$ cat src/rtl/crcp_pkg.sv
package crcp_pkg;

  localparam int unsigned FP_EXP_W = 8;
  localparam int unsigned FP_MAN_W = 23;
  localparam int unsigned FP_BIAS  = 127;

  typedef logic [FP_EXP_W-1:0] fp_exp_t;

  // Truncated fraction of 2/(1+(idx+0.5)/2^ib), keeping fb fraction bits.
  // Written as floor(2^fb * (2^(ib+1)-2idx-1) / (2^(ib+1)+2idx+1)).
  function automatic int unsigned seed_frac(int unsigned idx, int unsigned ib,
                                            int unsigned fb);
    longint unsigned num;
    longint unsigned den;
    longint unsigned q;
    longint unsigned lim;
    num = ((longint'(1) << (ib + 1)) - 2 * longint'(idx) - 1) << fb;
    den = (longint'(1) << (ib + 1)) + 2 * longint'(idx) + 1;
    q   = num / den;
    lim = (longint'(1) << fb) - 1;
    if (q > lim) q = lim;
    return int'(q);
  endfunction

endpackage

$ cat src/rtl/crcp_classify.sv
module crcp_classify
  import crcp_pkg::*;
(
  input  fp_exp_t exp_field,
  output logic    is_special
);
  localparam fp_exp_t EXP_ALL1 = '1;

  logic is_zero_or_sub;
  logic is_inf_or_nan;

  always_comb begin
    is_zero_or_sub = (exp_field == '0);
    is_inf_or_nan  = (exp_field == EXP_ALL1);
    is_special     = is_zero_or_sub | is_inf_or_nan;
  end
endmodule

$ cat src/rtl/crcp_lut.sv
module crcp_lut #(
  parameter int unsigned IDX_BITS  = 4,
  parameter int unsigned FRAC_BITS = 4
) (
  input  logic [IDX_BITS-1:0]  idx,
  output logic [FRAC_BITS-1:0] frac
);
  import crcp_pkg::*;

  localparam int unsigned DEPTH = 1 << IDX_BITS;

  logic [FRAC_BITS-1:0] rom [DEPTH];

  for (genvar g = 0; g < DEPTH; g++) begin : g_entry
    localparam int unsigned VAL = seed_frac(g, IDX_BITS, FRAC_BITS);
    assign rom[g] = FRAC_BITS'(VAL);
  end

  assign frac = rom[idx];
endmodule

$ cat src/rtl/crcp_stage.sv
module crcp_stage #(
  parameter int unsigned W = 32
) (
  input  logic         clk,
  input  logic         rst_n,
  input  logic         s_valid,
  output logic         s_ready,
  input  logic [W-1:0] s_data,
  output logic         m_valid,
  input  logic         m_ready,
  output logic [W-1:0] m_data
);
  logic         v_q;
  logic [W-1:0] d_q;

  assign s_ready = !v_q || m_ready;

  always_ff @(posedge clk) begin
    if (!rst_n) begin
      v_q <= 1'b0;
      d_q <= '0;
    end else if (s_valid && s_ready) begin
      v_q <= 1'b1;
      d_q <= s_data;
    end else if (m_ready) begin
      v_q <= 1'b0;
    end
  end

  assign m_valid = v_q;
  assign m_data  = d_q;
endmodule

$ cat src/rtl/crcp_log_recip.sv
module crcp_log_recip #(
  parameter int unsigned IDX_BITS  = 4,
  parameter int unsigned KEEP_BITS = 5
) (
  input  logic        clk,
  input  logic        rst_n,
  input  logic        in_valid,
  output logic        in_ready,
  input  logic [31:0] in_data,
  output logic        out_valid,
  input  logic        out_ready,
  output logic [31:0] out_data
);
  import crcp_pkg::*;

  localparam int unsigned FRAC_BITS = KEEP_BITS - 1;
  localparam int unsigned PAD_BITS  = FP_MAN_W - FRAC_BITS;
  localparam int unsigned LOW_BITS  = FP_MAN_W - IDX_BITS;
  localparam fp_exp_t     ZERO_EXP  = fp_exp_t'(FP_BIAS);
  localparam logic [31:0] ONE_WORD  = {1'b0, ZERO_EXP, {FP_MAN_W{1'b0}}};

  fp_exp_t              exp_field;
  logic [IDX_BITS-1:0]  idx;
  logic [FRAC_BITS-1:0] frac;
  logic                 is_special;
  logic [31:0]          seed_word;
  logic                 unused_bits;

  assign exp_field   = in_data[FP_MAN_W +: FP_EXP_W];
  assign idx         = in_data[LOW_BITS +: IDX_BITS];
  assign unused_bits = ^{in_data[31], in_data[LOW_BITS-1:0]};

  crcp_classify u_class (
    .exp_field  (exp_field),
    .is_special (is_special)
  );

  crcp_lut #(
    .IDX_BITS  (IDX_BITS),
    .FRAC_BITS (FRAC_BITS)
  ) u_lut (
    .idx  (idx),
    .frac (frac)
  );

  always_comb begin
    if (is_special) seed_word = ONE_WORD;
    else            seed_word = {1'b0, ZERO_EXP, frac, {PAD_BITS{1'b0}}};
  end

  crcp_stage #(
    .W (32)
  ) u_stage (
    .clk     (clk),
    .rst_n   (rst_n),
    .s_valid (in_valid),
    .s_ready (in_ready),
    .s_data  (seed_word),
    .m_valid (out_valid),
    .m_ready (out_ready),
    .m_data  (out_data)
  );
endmodule

$ cat config.mk
export PLATFORM = sky130hd
export DESIGN_NAME = crcp_log_recip
export DESIGN_NICKNAME = d
export VERILOG_FILES = /design/src/rtl/crcp_pkg.sv /design/src/rtl/crcp_classify.sv /design/src/rtl/crcp_lut.sv /design/src/rtl/crcp_stage.sv /design/src/rtl/crcp_log_recip.sv
export SDC_FILE = /design/constraint.sdc
export NUM_CORES = 1
export LEC_CHECK = 0
export ABC_AREA = 1
export ABC_CLOCK_PERIOD_IN_PS = 2500
export BUFFER_PORTS_ARGS = -buffer_cell sky130_fd_sc_hd__buf_4
export CORE_AREA = 2 2 46 48
export CTS_CLUSTER_SIZE = 14
export DETAILED_ROUTE_END_ITERATION = 6
export DIE_AREA = 0 0 48 50
export GPL_ROUTABILITY_DRIVEN = 0
export PLACE_DENSITY = 0.87
export SLEW_MARGIN = 20
export SYNTH_ARGS = -nofsm -noshare
export SYNTH_HDL_FRONTEND = slang
export SYNTH_SLANG_ARGS = --single-unit
export TNS_END_PERCENT = 30
$ cat constraint.sdc
create_clock -name clk -period 2.5 [get_ports clk]
set_input_delay 0.5 -clock clk [delete_from_list [all_inputs] [get_ports clk]]
set_output_delay 0.5 -clock clk [all_outputs]
set_load 0.005 [all_outputs]
### Word level (Yosys, flattened, before mapping)

Memory sizes are Yosys's and may differ from the RTL's.
Cells that the tools add are included.

| storage, ports and cells | value |
|---|---|
| register bits after elaboration | 33 |
| latch bits | 0 |
| memory bits (writable) | 0 |
| bits in read-only memories | 64 |
| output and inout port bits | 34 |
| word-level logic and storage cells | 17 |
| memories | 1 |

| cells by class | value |
|---|---|
| $add $sub $neg | 0 |
| multiply operators | 0 |
| div/mod/pow operators | 0 |
| $lt $le $gt $ge | 1 |
| equality and inequality tests | 1 |
| shift-type cells | 0 |
| muxes and demuxes | 5 |
| bitwise logic cells | 2 |
| reduce and logical (&&, ||, !) cells | 5 |

Memory list:

| memory | words | bits a word | rd ports | clocked after Yosys merged registers in | write ports | line | source |
|---|---|---|---|---|---|---|---|
| (no name shown) | 16 | 4 | 1 | 0 | 0 | crcp_lut.sv:19 | `assign frac = rom[idx];` |

Operators by type and width:

| operator | count |
|---|---|
| $mux W23 | 1 |
| $eq A8 B8 Y1 const B | 1 |
| $logic_not A8 Y1 | 1 |
| $mux W4 | 2 |
| $ge A5 B5 Y1 const B | 1 |
| $not A4 Y5 | 1 |
| $mux W1 | 2 |
| $reduce_bool A2 Y1 | 1 |
| $logic_and A1 B1 Y1 | 1 |
| $logic_not A1 Y1 | 1 |
| $logic_or A1 B1 Y1 | 1 |
| $or A1 B1 Y1 | 1 |

### Logic depth before layout (Yosys ltp)

| logic depth | value |
|---|---|
| word-level depth | 5 |
| depth in mapped cells | 8 |

### Cells and area by module

A second synthesis with hierarchy kept.

| unflattened totals | value |
|---|---|
| cells, all modules | 267 |
| area, all modules | 1735.4 sq um |

By module, submodules not included:

| module | times used | cells each | area each (sq um) | sequential area each (sq um) |
|---|---|---|---|---|
| crcp_stage | 1 | 215 | 1486.4 | 660.6 |
| crcp_lut | 1 | 28 | 157.7 | 0.0 |
| crcp_classify | 1 | 14 | 53.8 | 0.0 |
| crcp_log_recip | 1 | 10 | 37.5 | 0.0 |

### Worst setup path before layout

No wires, ideal clock.

| path | value |
|---|---|
| path type | in2reg |
| start | in in_data[19] |
| end | reg u_stage.d_q[20] (netlist: u_stage.m_data[20]) |
| arrival time | 1.170 ns |
| data required time | 2.383 ns |
| path slack | 1.213 ns |
| stages | 8 |
| path through | inv_1 ha_1 nand2_1 o21ai_0 nor2_1 nor2_1 nand2_1 a21oi_2 |

| between the ends | value |
|---|---|
| cells in the longest elaborated chain, start to end | 5 |

Ends and longest elaborated chain:

| what | line | source |
|---|---|---|
| start: declaration | crcp_log_recip.sv:9 | `input logic [31:0] in_data,` |
| $not A4 Y5 (implied by the code) | crcp_lut.sv:19 |  |
| $mem_v2 Z16 W4 | -- |  |
| $mux W4 (implied by the code) (2 in series) | crcp_lut.sv:19 |  |
| $mux W23 | crcp_log_recip.sv:47 | `if (is_special) seed_word = ONE_WORD;` |
| end signal: assignment | crcp_stage.sv:24 | `d_q <= s_data;` |
| end: declaration | crcp_stage.sv:14 | `logic [W-1:0] d_q;` |

No other way between the ends. The select of a mux whose other input is x is not followed.
A chain may end at the register's enable or synchronous reset.

### Worst setup path in the final report

| path | value |
|---|---|
| start | in out_ready |
| end | out in_ready |

| between the ends | value |
|---|---|
| cells in the longest elaborated chain, start to end | 1 |

Ends and longest elaborated chain:

| what | line | source |
|---|---|---|
| start: declaration | crcp_log_recip.sv:11 | `input logic out_ready,` |
| $logic_or A1 B1 Y1 | crcp_stage.sv:16 | `assign s_ready = !v_q \|\| m_ready;` |
| end: declaration | crcp_log_recip.sv:8 | `output logic in_ready,` |

No other way between the ends.

==> results by group <==
Route
  • Starting DRT DRC Count: 12
  • DRT Pass-1 Iters: 4
  • Avg WL per Cell: 8.05 um
  • Drt total wl: 1.21 mm
  • Post-DRT Antenna Nets: 0
  • DRC: 0
  • DR vias: 592
  • Vias per cell: 3.95

Clocking
  • Clk_lat worst skew: 240 ps
  • Root buffer cell: clkbuf_4
  • Sink Count: 6
  • CTS resizes: 0
  • Maximum clock path buffer count: 2
  • Reg clk slew, reported paths: 40 ps
  • H-tree depth: 1
  • Post-CTS Setup Bufs: 0
  • Hold_buf cts: 0
  • CTS Buf Count: 3
  • CTS tree: built

Timing
  • Final setup violation count: 0
  • RSZ-0062 raised after global routing: false
  • Final setup margin: 1150 ps
  • Period utilisation layout: 0.542
  • Clock Skew: 0.714 ps
  • Setup TNS: 0 ps
  • Final Max Tran Viols: 0
  • Max Fclk: 738 MHz
  • Min Tclk post-route: 1350 ps
  • Endpoints failing hold: 0

Yosys
  • Post-synth EDFFs: 0
  • Avg Cell Area, Syn: 6.60 sq um
  • Warnings from Yosys: 0
  • Primary FF master, synth: dfxtp_1
  • Post-synthesis sequential area ratio: 0.184
  • Synth top area cells: buf_4, dfxtp_1, nand2_1
  • Synth area leader: buf_4
  • Share of Yosys cell area claimed by the top area cell type: 0.310
  • Unique masters post-synth: 16
  • Async SR Flop Fraction: 0
  • Gate Count Post-Synth: 99
  • Mapped cell area: 653 sq um
  • Flops & latches, synth: 6

Global route
  • Gr ovfl total: 0
  • GRT Util Overall: 0.106
  • Pin count of the biggest net entering global routing: 9
  • Vias in the first global route: 506
  • Global-route wire length before repair: 1.83 mm
  • Initial antenna violation count: 0

Finish
  • Area Growth Syn to Fin: 21.3%
  • # diodes: 0
  • Commonest non-fill, non-tap cells in the layout: buf_4, nand2_1, conb_1, nor2_1, inv_1
  • Commonest non-fill, non-tap cell in the layout: buf_4
  • Layout Nets: 166
  • Layout cells sized above 1: 0.317

Power and ir drop
  • Peak supply drop: 0.000144 V
  • PwrDens: 369 nW/um^2
  • Leakage: 0.462 nW

Floorplan
  • Die height: 50 um
  • Die ar.: 2400 sq um
  • CORE AREA: 1900 sq um
  • Starting Density: 0.343
  • Top-level port count: 70
  • Core Rows: 16
  • Die width: 48 um

Flow run
  • Max cap viols: 0

Placement
  • Post-Place Worst Slack: 960 ps
  • Post-DP HPWL: 1.03 mm
  • Port bufs: 28

Status
  • Status: finished, final reports clean

Setup path
  • Critical Path End Type: primary output
  • Reg2Reg Launch Point: u_stage.m_valid
  • Crit-path max FO: 3
  • Crit path kind: in2out
  • CP Launch Point: out_ready
  • Flop-to-flop setup slack: 1560 ps
  • Req. time, crit path: 2000 ps
  • Critical path launch point type: input pin
  • Critical Path AT: 850 ps

Worst hold path
  • Worst min path class: reg2reg
  • Worst hold start: u_stage.m_data[19]
==> through the flow <==
stage / util / instance area, sq um / power (mW) / hold slack, ps / cells
3_3_place_gp: 0.405 / 769 / 0.200 / 455 / 147
5_1_grt: 0.416 / 792 / 0.315 / 494 / 150
6_report: 0.416 / 792 / 0.292 / 474 / 150
3_5_place_dp: 0.405 / 769 / 0.205 / 464 / 147
2_1_floorplan: - / 728 / 0.185 / 460 / 119
4_1_cts: 0.416 / 792 / 0.295 / 471 / 150
==> kinds of logic (layout without fill, tap and decap cells) <==
kind of cell,count (synthesis),after routing,synth area share
compound gates,8,8,0.0670
buf+inv,37,41,0.368
other cells,1,21,0.00574
fa+ha+maj,5,5,0.0958
simple gates,42,42,0.280
flops,6,6,0.184
==> area by class of cell <==
| class | instances | area [sq um] |
|---|---|---|
| clock buffer | 3 | 22.5 |
| fill | 210 | 1110 |
| inverter | 10 | 37.5 |
| multi-input combinational | 76 | 368 |
| sequential | 6 | 120 |
| tap | 27 | 33.8 |
| timing repair buffer | 28 | 210 |
==> where the power goes <==
group	leakage [nW]	switching [mW]	total [mW]	internal (mW)
clock network	0.0138	0.0347	0.0890	0.0543
registers	0.0497	0.00583	0.109	0.103
logic	0.399	0.0472	0.0945	0.0473
==> cell usage after synthesis (2+ instances only) <==
library cell  instances
nand2_4               2
nor2_1               14
inv_1                 7
nand2_1              21
buf_4                27
nand3_1               2
dfxtp_1               6
o21ai_0               3
inv_2                 3
a21oi_1               4
ha_1                  5
==> sequential cells by signal (all words and copies together) (netlist names) <==
name,flops
u_stage.m_valid,1
u_stage.m_data,5
==> per-layer routing <==
layer	routed length [um]	share of wire	global-route usage	up-vias
li1	-	-	-	303
met1	463	0.38	0.103	246
met2	582	0.48	0.176	37
met3	123	0.10	0.0147	6
met4	38	0.031	0.0991	0
met5	0	0	0	-
==> final timing paths <==
check / endpoint / cells past startpoint
worst max register to register: u_stage.m_data[22] / 5
worst max-delay path: in_ready / 4
worst min register to register: u_stage.m_data[19] / 2
worst min-delay path: u_stage.m_data[19] / 2
==> critical path, stage by stage <==
cell	delay, ps
buf_4	110
inv_2	50
nand2_4	50
buf_4	130
Power figures use the tool's default switching activity.
